## src/rtl/sclk_div_pkg.sv

```systemverilog
package sclk_div_pkg;
  typedef enum logic {
    LAW_POW2 = 1'b0,
    LAW_LIN  = 1'b1
  } law_e;
endpackage

```

## src/rtl/sclk_cfg_hold.sv

```systemverilog
module sclk_cfg_hold
  import sclk_div_pkg::*;
#(
  parameter int LIN_W  = 8,
  parameter int EXP_W  = 4,
  parameter int HALF_W = 16,
  localparam int CTL_W = LIN_W + EXP_W + 1
) (
  input  logic              clk_i,
  input  logic              rst_ni,
  input  logic              run_i,
  input  logic              cpol_i,
  input  logic [CTL_W-1:0]  ctl_i,
  output logic [HALF_W-1:0] half_m1_o,
  output logic              cpol_o
);
  logic [LIN_W-1:0] lin_q;
  logic [EXP_W-1:0] exp_q;
  law_e             law_q;
  logic             cpol_q;

  // settings track the inputs only while idle
  always_ff @(posedge clk_i or negedge rst_ni) begin
    if (!rst_ni) begin
      lin_q  <= '0;
      exp_q  <= '0;
      law_q  <= LAW_POW2;
      cpol_q <= 1'b0;
    end else if (!run_i) begin
      lin_q  <= ctl_i[LIN_W-1:0];
      exp_q  <= ctl_i[LIN_W +: EXP_W];
      law_q  <= law_e'(ctl_i[CTL_W-1]);
      cpol_q <= cpol_i;
    end
  end

  always_comb begin
    if (law_q == LAW_LIN) half_m1_o = HALF_W'(lin_q);
    else                  half_m1_o = (HALF_W'(1) << exp_q) - HALF_W'(1);
  end

  assign cpol_o = cpol_q;
endmodule

```

## src/rtl/sclk_half_ctr.sv

```systemverilog
module sclk_half_ctr #(
  parameter int HALF_W = 16
) (
  input  logic              clk_i,
  input  logic              rst_ni,
  input  logic              run_i,
  input  logic [HALF_W-1:0] half_m1_i,
  output logic              tick_o
);
  logic [HALF_W-1:0] cnt_q;

  assign tick_o = run_i && (cnt_q == half_m1_i);

  always_ff @(posedge clk_i or negedge rst_ni) begin
    if (!rst_ni)                cnt_q <= '0;
    else if (!run_i || tick_o)  cnt_q <= '0;
    else                        cnt_q <= cnt_q + HALF_W'(1);
  end
endmodule

```

## src/rtl/sclk_edge_gen.sv

```systemverilog
module sclk_edge_gen (
  input  logic clk_i,
  input  logic rst_ni,
  input  logic run_i,
  input  logic cpol_i,
  input  logic tick_i,
  output logic sclk_o,
  output logic lead_o,
  output logic trail_o
);
  logic sclk_q, lead_q, trail_q;

  always_ff @(posedge clk_i or negedge rst_ni) begin
    if (!rst_ni) begin
      sclk_q  <= 1'b0;
      lead_q  <= 1'b0;
      trail_q <= 1'b0;
    end else if (!run_i) begin
      sclk_q  <= cpol_i;
      lead_q  <= 1'b0;
      trail_q <= 1'b0;
    end else if (tick_i) begin
      sclk_q  <= ~sclk_q;
      lead_q  <= (sclk_q == cpol_i);
      trail_q <= (sclk_q != cpol_i);
    end else begin
      lead_q  <= 1'b0;
      trail_q <= 1'b0;
    end
  end

  assign sclk_o  = sclk_q;
  assign lead_o  = lead_q;
  assign trail_o = trail_q;
endmodule

```

## src/rtl/sclk_div_gen.sv

```systemverilog
module sclk_div_gen #(
  parameter int LIN_W = 8,
  parameter int EXP_W = 4,
  localparam int CTL_W  = LIN_W + EXP_W + 1,
  localparam int HALF_W = ((1 << EXP_W) > (LIN_W + 1)) ? (1 << EXP_W) : (LIN_W + 1)
) (
  input  logic             clk_i,
  input  logic             rst_ni,
  input  logic             run_i,
  input  logic             cpol_i,
  input  logic [CTL_W-1:0] ctl_i,
  output logic             sclk_o,
  output logic             lead_o,
  output logic             trail_o
);
  logic [HALF_W-1:0] half_m1;
  logic              cpol_h;
  logic              tick;

  sclk_cfg_hold #(.LIN_W(LIN_W), .EXP_W(EXP_W), .HALF_W(HALF_W)) u_hold (
    .clk_i, .rst_ni, .run_i, .cpol_i, .ctl_i,
    .half_m1_o(half_m1), .cpol_o(cpol_h)
  );

  sclk_half_ctr #(.HALF_W(HALF_W)) u_ctr (
    .clk_i, .rst_ni, .run_i, .half_m1_i(half_m1), .tick_o(tick)
  );

  sclk_edge_gen u_edge (
    .clk_i, .rst_ni, .run_i, .cpol_i(cpol_h), .tick_i(tick),
    .sclk_o, .lead_o, .trail_o
  );
endmodule

```

## config.mk

```make
export PLATFORM = sky130hd
export DESIGN_NAME = sclk_div_gen
export DESIGN_NICKNAME = d
export VERILOG_FILES = /design/src/rtl/sclk_div_pkg.sv /design/src/rtl/sclk_cfg_hold.sv /design/src/rtl/sclk_half_ctr.sv /design/src/rtl/sclk_edge_gen.sv /design/src/rtl/sclk_div_gen.sv
export SDC_FILE = /design/constraint.sdc
export NUM_CORES = 1
export LEC_CHECK = 0
export ABC_AREA = 1
export ABC_CLOCK_PERIOD_IN_PS = 2600
export BUFFER_PORTS_ARGS = -buffer_cell sky130_fd_sc_hd__buf_2
export CAP_MARGIN = 20
export CORE_UTILIZATION = 58
export CTS_CLUSTER_DIAMETER = 50
export DETAILED_ROUTE_END_ITERATION = 10
export GPL_ROUTABILITY_DRIVEN = 0
export PLACE_DENSITY = 0.78
export SLEW_MARGIN = 20
export SYNTH_ARGS = -nofsm -noshare
export SYNTH_HDL_FRONTEND = slang
export SYNTH_SLANG_ARGS = --single-unit
```

## constraint.sdc

```tcl
create_clock -name clk_i -period 2.6 [get_ports clk_i]
set_input_delay 0.39 -clock clk_i [delete_from_list [all_inputs] [get_ports clk_i]]
set_output_delay 0.39 -clock clk_i [all_outputs]
set_load 0.01 [all_outputs]
```

=== Yosys cells after proc, flatten, opt, wreduce, memory -nomap -nowiden ===
Cells that the tools add are included.
W data, S select, Z words.

* Latch bits: 0
* Register bits after elaboration: 33
* Output and inout bits: 3
* RAM bits: 0
* Memories kept: 0
* Memory bits (read-only): 0
* Word-level logic and storage cells: 27
* Input port bits: 17

* Div/mod/pow operators: 0
* $mul: 0
* Multiplexer cells: 8
* Magnitude comparators: 0
* Bitwise logic cells: 1
* $add $sub $neg: 2
* Shift operators: 1
* Reduce and logical (&&, ||, !) cells: 3
* Equal/unequal tests: 4

{| class="wikitable"
|+ Operators with widths
! operator !! count
|-
| $mux W16 || 2
|-
| $add A16 B1 Y16 const B || 1
|-
| $eq A16 B16 Y1 || 1
|-
| $shl A1 B4 Y16 const A || 1
|-
| $sub A16 B2 Y16 const B || 1
|-
| $mux W1 || 6
|-
| $ne A2 B1 Y1 const B || 1
|-
| $eq A1 B1 Y1 || 1
|-
| $logic_and A1 B1 Y1 || 1
|-
| $logic_not A1 Y1 || 1
|-
| $logic_or A1 B1 Y1 || 1
|-
| $ne A1 B1 Y1 || 1
|-
| $not A1 Y1 || 1
|}

=== Longest topological paths before layout ===
Gate-level depths: netlist of the first run.

* Depth after elaboration: 7
* Mapped depth: 16

=== By module ===
A second synthesis of the first run with hierarchy kept.

* Cell total of the unflattened synthesis: 316
* Area, all modules: 2202.1 um2

{| class="wikitable"
|+ Modules (own cells, without submodules)
! module !! cells an instance !! times used !! area an instance (um2) !! seq. area each (um2)
|-
| sclk_half_ctr || 179 || 1 || 1171.1 || 400.4
|-
| sclk_cfg_hold || 119 || 1 || 888.4 || 350.3
|-
| sclk_edge_gen || 18 || 1 || 142.6 || 75.1
|}

=== Worst setup path after synthesis of the first run ===
No wires, ideal clock.

* Kind: register to register
* Start: register u_hold.exp_q[2]
* End: register u_ctr.cnt_q[2]
* Stages on the path, launching flop included: 16
* Setup slack: 501 ps
* Arrival time: 1978 ps
* Path buffers: 2
* Library setup time: 121 ps
* Period minus slack after synthesis: 2099 ps
* Cells stage by stage: dfrtp_1 -> buf_6 -> nor2_2 -> nand2_1 -> ha_1 -> nand2_1 -> a21oi_1 -> nor2_1 -> nand2_1 -> nor2_2 -> nand3_1 -> nor2_2 -> nand4_4 -> nand2_4 -> buf_12 -> nor2_2

* Cells in the longest elaborated chain, start to end: 7

{| class="wikitable"
|+ RTL lines
! what !! RTL line !! text
|-
| start: declaration || sclk_cfg_hold.sv:18 || <nowiki>logic [EXP_W-1:0] exp_q;</nowiki>
|-
| start signal: assignment || sclk_cfg_hold.sv:31 || <nowiki>exp_q <= ctl_i[LIN_W +: EXP_W];</nowiki>
|-
| $shl A1 B4 Y16 || sclk_cfg_hold.sv:39 || <nowiki>else half_m1_o = (HALF_W'(1) << exp_q) - HALF_W'(1);</nowiki>
|-
| $sub A16 B2 Y16 || sclk_cfg_hold.sv:39 ||
|-
| $mux W16 || sclk_cfg_hold.sv:38 || <nowiki>if (law_q == LAW_LIN) half_m1_o = HALF_W'(lin_q);</nowiki>
|-
| $eq A16 B16 Y1 || sclk_half_ctr.sv:12 || <nowiki>assign tick_o = run_i && (cnt_q == half_m1_i);</nowiki>
|-
| $logic_and A1 B1 Y1 || sclk_half_ctr.sv:12 ||
|-
| $logic_or A1 B1 Y1 || sclk_half_ctr.sv:16 || <nowiki>else if (!run_i || tick_o) cnt_q <= '0;</nowiki>
|-
| $mux W16 || sclk_half_ctr.sv:16 ||
|-
| end signal: assignment || sclk_half_ctr.sv:17 || <nowiki>else cnt_q <= cnt_q + HALF_W'(1);</nowiki>
|-
| end: declaration || sclk_half_ctr.sv:10 || <nowiki>logic [HALF_W-1:0] cnt_q;</nowiki>
|}

No other way between the ends.
A chain may end at the register's enable or synchronous reset.

=== Final worst setup path of the first run ===
* Start: register u_hold.exp_q[2]
* End: register u_edge.sclk_q, in the netlist u_edge.sclk_o

* Cells in the longest elaborated chain, start to end: 6

{| class="wikitable"
|+ RTL lines
! what !! RTL line !! text
|-
| $shl A1 B4 Y16 || sclk_cfg_hold.sv:39 ||
|-
| $sub A16 B2 Y16 || sclk_cfg_hold.sv:39 ||
|-
| $mux W16 || sclk_cfg_hold.sv:38 ||
|-
| $eq A16 B16 Y1 || sclk_half_ctr.sv:12 ||
|-
| $logic_and A1 B1 Y1 || sclk_half_ctr.sv:12 ||
|-
| $ne A2 B1 Y1 (no line) || -- ||
|-
| end signal: assignment || sclk_edge_gen.sv:19 || <nowiki>sclk_q <= cpol_i;</nowiki>
|-
| end signal: assignment || sclk_edge_gen.sv:23 || <nowiki>sclk_q <= ~sclk_q;</nowiki>
|-
| end: declaration || sclk_edge_gen.sv:11 || <nowiki>logic sclk_q, lead_q, trail_q;</nowiki>
|}

No other way between the ends.

==> summary.txt, run 1 <==
Pins Over Slew Limit -> 0
Die height -> 62.9 um
Mapped Area -> 2150 um^2
Seq/Total Area, Yosys -> 38.4%
Post-synth top area cell -> dfrtp_1
Max-Cap Viols -> 0
Post-Syn Nets -> 324
DRC Markers -> 0
Input/output buffers -> 19
Ranking of synthesized cells by area -> dfrtp_1 38%, nand2_1 18%, nand3_1 7.4%
Syn. warnings -> 0
#FFs+latches synth -> 33
Row count -> 21
Congestion Overflow GR -> 0
Area Overhead vs Synth -> 9.48%
Starting DRT DRC Count -> 124
CP max FO -> 13
Clk slew on worst S/H paths -> 0.07 ns
Final Skew -> 0.00427 ns
Reg-to-reg endpoint -> u_edge.sclk_o$_DFFE_PN0N_
Worst setup EP type -> register
Post-Syn Instances -> 305
Antenna viol nets, final -> 0
Fmax -> 419 MHz
Initial core utilization -> 62.5%
DIE WIDTH -> 62.9 um
Fin crit share -> 91.9%
Router iterations before antenna repair -> 4
Worst hold path class -> in -> async
CTS-repair resized insts -> 0
Max_slew headroom -> 53.2%
Setup TNS -> 0 ns
Antenna violations before repair -> 0
Drt wl/cell -> 12.5 um
CTS Buffer Depth -> 2
Reg2reg start -> u_hold.exp_q[2]$_DFFE_PN0N_
Slack of the worst reg-to-reg path -> 0.21 ns
# diodes -> 0
CTS buffer count -> 5
Final setup viols -> 0
Layout cells sized above 1 -> 18.8%
WP data arrival -> 2.63 ns
Vias in the first global route -> 1842
CP Launch Type -> register
Leak -> 1.20 nW
Die area -> 3960 um^2
Power Total -> 1.33 mW
Multi-input gate area -> 1120 um^2
Setup repair bufs after CTS -> 0
Vias after detailed routing -> 1922
Syn Area/Cell -> 7.05 um^2
Nets@finish -> 343
WS Path Type -> reg -> reg
Drt total wl -> 4.63 mm
Worst Tran Pin Value -> 0.702 ns
Share of the synthesized area in the top cell type -> 38.4%
Worst skew pair latency -> 0.30 ns
Max VDD drop -> 0.363 mV
Detail Placement HPWL -> 3.39 mm
Fill cells -> 305
Outcome -> complete, no violations
IO Pins -> 20
Final hold vios -> 0
Pwr dens -> 564 nW/um^2
CTS tree -> built
CTS Sinks -> 33
CTS H-Tree Depth -> 2
Routed vias/inst -> 5.18
Hold-fix buffers, CTS -> 0
Required time of the critical path -> 2.84 ns
Unrepaired setup endpoints after global routing -> no
Synth unique cells -> 26
Register area -> 826 um^2
GRT Util Overall -> 28.0%
R2R depth -> 15
Global-route wire length before repair -> 8.50 mm
Pin count of the biggest net entering global routing -> 34
CTS root buf -> clkbuf_8
Post-layout minimum cycle time -> 2.39 ns
Area of the core -> 3440 um^2
-- stage by stage --
step / cells / worst slack, ns / area [um^2] / util, % / hold slack [ns]
after global routing: 371 / 0.00942 / 2350 / 68.4 / 0.205
after detailed placement: 363 / 0.296 / 2230 / 64.9 / 0.467
after CTS: 371 / 0.240 / 2350 / 68.4 / 0.163
after global placement: 363 / 0.363 / 2230 / 64.9 / 0.459
final: 371 / 0.211 / 2350 / 68.4 / 0.138
after floorplan: 305 / 0.501 / 2150 / - / 0.0944
-- cell type report --
cell class	count	area share [%]
Timing Repair Buffer	20	4.36
Inverter	35	5.58
Tap cell	46	2.44
Clock inverter	2	1.59
Sequential cell	33	35.1
Clock buffer	6	3.51
Multi-Input combinational cell	229	47.4
-- cells in the mapped netlist (all sizes together) --
master  count
a21oi       2
buf         5
clkbuf      3
dfrtp      33
ha          2
inv        35
nand2     110
nand3      33
nand4       9
nor2       48
nor3        2
o21ai      12
or2         2
xnor2       3
xor2        6
-- worst max-delay path by stage --
stage / startpoint / to / slack (ns) / cells past startpoint
after floorplan: u_hold.exp_q[2]$_DFFE_PN0N_ / u_ctr.cnt_q[2]$_DFF_PN0_ / 0.50 / 15
after detailed placement: u_hold.exp_q[2]$_DFFE_PN0N_ / u_edge.sclk_o$_DFFE_PN0N_ / 0.30 / 15
final: u_hold.exp_q[2]$_DFFE_PN0N_ / u_edge.sclk_o$_DFFE_PN0N_ / 0.21 / 15
after global placement: u_hold.exp_q[2]$_DFFE_PN0N_ / u_ctr.cnt_q[14]$_DFF_PN0_ / 0.36 / 14
after global routing: u_hold.exp_q[2]$_DFFE_PN0N_ / u_ctr.cnt_q[15]$_DFF_PN0_ / 0.009 / 14
after CTS: u_hold.exp_q[2]$_DFFE_PN0N_ / u_edge.sclk_o$_DFFE_PN0N_ / 0.24 / 15
-- layout by cell type, fill, tap and decap left out --
cell type,instances
nand2_1,105
dfrtp_1,33
inv_1,32
nand3_1,32
nor2_1,28
nor2_2,19
buf_2,19
o21ai_0,11
nand4_1,8
xor2_1,6
clkbuf_8,6
inv_2,3
nand2_2,3
xnor2_1,3
a21oi_1,2
nand2_4,2
ha_1,2
o21ai_2,1
nor2_4,1
nand3_2,1
nor3_1,1
or2_2,1
nand4_4,1
or2_1,1
nor3_2,1
bufinv_16,1
clkinvlp_4,1
buf_4,1
-- cell families (layout without fill, tap and decap cells) --
logic type               Yosys count  after routing  share of synthesized area (%)
flip-flops                        33             33                           38.4
buffers and inverters             43             63                           9.66
AO/OA/AOI/OAI                     14             14                           3.43
AND/OR/NAND/NOR                  204            204                           43.7
adder cells (fa/ha/maj)            2              2                           1.16
XOR/XNOR                           9              9                           3.67
-- critical path, stage by stage (launching register included) --
cell     delay (ns)
dfrtp_1        0.50
nor2_2         0.25
nand2_1        0.12
ha_1           0.29
nand2_1        0.07
nand3_2        0.07
nand2_1        0.04
nor2_1         0.09
nand2_1        0.08
nor2_2         0.10
nand3_1        0.09
nor2_2         0.13
nand4_4        0.14
nand2_4        0.22
nand2_1        0.07
nand2_1        0.06
-- layer usage --
| layer | vias to the layer above | part of all wire, % | GRT usage [%] |
|---|---|---|---|
| met4 | 0 | 1.5 | 8.72 |
| met2 | 49 | 46 | 44.1 |
| met1 | 881 | 46 | 37.6 |
| met5 | - | 0 | 0 |
| li1 | 985 | - | - |
| met3 | 7 | 5.6 | 7.12 |
-- flip-flops by register name, indices dropped and copies added (netlist names) --
signal	cells
u_ctr.cnt_q	16
u_edge.lead_o	1
u_edge.sclk_o	1
u_edge.trail_o	1
u_hold.cpol_o	1
u_hold.exp_q	4
u_hold.law_q	1
u_hold.lin_q	8
-- report_power, final --
part / switching (mW) / internal (mW) / leakage, nW / total [mW]
sequential: 0.0330 / 0.539 / 0.432 / 0.572
clock: 0.195 / 0.311 / 0.0574 / 0.506
combinational: 0.165 / 0.0839 / 0.713 / 0.249
(Power assumes the default switching activity.)
==> run 2: changes to the inputs <==
- GPL_TIMING_DRIVEN: not set -> 0
==> run 2 against run 1 <==
  * Worst setup slack improved by 0.0045 ns
  * Sequential share of layout area down 0.51 points
  * Final cell count increased by 1.6%
  * Via count is 0.88% lower
  * Hold slack better by 0.024 ns
  * Clock skew is essentially flat
  * Utilization grew 1.0 points
  * Combinational power rose by 9.6%
  * Final area grew 1.5%
  * Critical path type unchanged
  * Critical path depth rose by 1
  * Non-clock buffer count up 7
==> summary.txt, run 2 (synthesized netlist as in run 1, its figures left out) <==
Drt total wl -> 4.50 mm (-2.9%)
Initial core utilization -> 62.5% (unchanged)
Power Total -> 1.22 mW (-7.9%)
Final Skew -> 0.00475 ns (+0.000484 ns)
Outcome -> complete, no violations
Area of the core -> 3440 um^2 (unchanged)
Area Overhead vs Synth -> 11.1%
Final setup viols -> 0 (unchanged)
CTS Sinks -> 33 (unchanged)
R2R depth -> 16 (+1)
Pin count of the biggest net entering global routing -> 34 (unchanged)
Routed vias/inst -> 5.05 (-2.5%)
Detail Placement HPWL -> 3.47 mm (+2.2%)
Max FFs per register -> 16 (unchanged)
Most frequent cells in the layout -> 105 x nand2_1, 33 x dfrtp_1, 32 x inv_1, 32 x nand3_1, 28 x nor2_1
CP Capture Point -> u_ctr.cnt_q[13]$_DFF_PN0_
Setup repair bufs after CTS -> 0 (unchanged)
CTS H-Tree Depth -> 2 (unchanged)
Reg-to-reg endpoint -> u_ctr.cnt_q[13]$_DFF_PN0_
CTS root buf -> clkbuf_8
Global-route wire length before repair -> 8.04 mm (-5.4%)
Hold-fix buffers, CTS -> 0 (unchanged)
CTS tree -> built
Clk slew on worst S/H paths -> 0.07 ns (about the same)
Starting DRT DRC Count -> 92 (-26%)
WS Path Type -> reg -> reg
Input/output buffers -> 19 (unchanged)
Setup TNS -> 0 ns (unchanged)
Worst hold path class -> in -> async
# diodes -> 0 (unchanged)
WP data arrival -> 2.55 ns (-0.08 ns)
Die area -> 3960 um^2 (unchanged)
GRT Util Overall -> 26.1% (-1.8 points)
Reg2reg start -> u_hold.exp_q[2]$_DFFE_PN0N_
CP Launch Type -> register
Nets@finish -> 350 (+2.0%)
CTS buffer count -> 5 (unchanged)
DIE WIDTH -> 62.9 um (unchanged)
Row count -> 21 (unchanged)
Pins Over Slew Limit -> 0 (unchanged)
Required time of the critical path -> 2.77 ns (-0.07 ns)
Worst Tran Pin Value -> 0.725 ns (+0.0227 ns)
Unrepaired setup endpoints after global routing -> no
Worst skew pair latency -> 0.28 ns (-0.02 ns)
Max VDD drop -> 0.340 mV (-6.5%)
Leak -> 1.22 nW (+1.6%)
Die height -> 62.9 um (unchanged)
Congestion Overflow GR -> 0 (unchanged)
Fin crit share -> 91.7% (-0.17 points)
Post-layout minimum cycle time -> 2.38 ns (-0.00450 ns)
Drt wl/cell -> 11.9 um (-4.4%)
Max_slew headroom -> 51.7% (-1.5 points)
Final worst-path setup slack -> 0.215 ns (+0.00450 ns)
Router iterations before antenna repair -> 4 (unchanged)
Largest reg by FF count -> u_ctr.cnt_q
CP Launch Point -> u_hold.exp_q[2]$_DFFE_PN0N_
Most common cell after layout, fill and taps aside -> nand2_1
Largest regs -> u_ctr.cnt_q x16, u_hold.lin_q x8, u_hold.exp_q x4
Slack of the worst reg-to-reg path -> 0.22 ns (about the same)
Antenna viol nets, final -> 0 (unchanged)
DRC Markers -> 0 (unchanged)
Layout cells sized above 1 -> 19.0% (+0.26 points)
Final hold vios -> 0 (unchanged)
Vias in the first global route -> 1876 (+1.8%)
Antenna violations before repair -> 0 (unchanged)
CP max FO -> 10 (-3)
CTS-repair resized insts -> 0 (unchanged)
IO Pins -> 20 (unchanged)
Vias after detailed routing -> 1905 (-0.88%)
Worst slack at placement -> 0.235 ns (-0.0619 ns)
Max-Cap Viols -> 0 (unchanged)
CTS Buffer Depth -> 2 (unchanged)
Pwr dens -> 512 nW/um^2 (-9.2%)
Fmax -> 419 MHz (+0.19%)
Worst setup EP type -> register
[run 2: cell count changes in the layout (fill, tap and decap cells not counted), sizes merged]
cell / change
buf: +4
clkbuf: +4
clkinvlp: -1
bufinv: -1
[run 2: power by group]
part           leakage [nW]  internal [mW]  total (mW)  switching (mW)
registers             0.432          0.539       0.562          0.0232
clock network        0.0443          0.210       0.387           0.177
logic                 0.745         0.0971       0.273           0.176
total                  1.22          0.846        1.22           0.377
[run 2: per-layer routing]
layer / vias up / routed length (um) / GRT usage, %
li1: 995 / - / -
met1: 876 / 2130 / 33.5
met2: 29 / 2120 / 43.7
met3: 5 / 185 / 4.74
met4: 0 / 56 / 9.59
met5: - / 0 / 0
[run 2: area by class of cell]
type,instances,area (um^2)
Tap cell,46,57.6
Sequential cell,33,826
Clock buffer,7,86.3
Multi-Input combinational cell,229,1120
Buffer,8,76.3
Fill cell,313,1050
Timing Repair Buffer,19,95.1
Inverter,35,131
[run 2: worst min-delay path by stage]
stage                                            from                     endpoint  slack, ns
after floorplan                                rst_ni     u_ctr.cnt_q[0]$_DFF_PN0_       0.09
after global placement    u_hold.lin_q[3]$_DFFE_PN0N_  u_hold.lin_q[3]$_DFFE_PN0N_       0.46
after detailed placement  u_hold.lin_q[0]$_DFFE_PN0N_  u_hold.lin_q[0]$_DFFE_PN0N_       0.47
after CTS                                      rst_ni    u_hold.cpol_o$_DFFE_PN0N_       0.18
after global routing                           rst_ni  u_hold.lin_q[4]$_DFFE_PN0N_       0.24
final                                          rst_ni    u_hold.cpol_o$_DFFE_PN0N_       0.16
[run 2: stage by stage]
stage | cell area (um^2) | hold slack, ns | cells | utilization, %
2_1_floorplan | 2150 | 0.0944 | 305 | -
5_1_grt | 2390 | 0.236 | 377 | 69.4
6_report | 2390 | 0.162 | 377 | 69.4
3_5_place_dp | 2300 | 0.472 | 370 | 66.9
4_1_cts | 2390 | 0.184 | 377 | 69.4
3_3_place_gp | 2300 | 0.462 | 370 | 66.9
[run 2: worst max-delay path: stages, from the launching register on]
cell and delay (ns):
dfrtp_1 0.37, buf_6 0.14, nor2_2 0.17, nand3_1 0.10, ha_1 0.28, nand2_1 0.09, nand3_2 0.07, nand2_1 0.05
nor2_1 0.11, nand2_1 0.08, nor2_2 0.10, nand3_1 0.09, nor2_2 0.12, nand4_4 0.15, nand2_4 0.15, buf_12 0.15
nor2_2 0.04
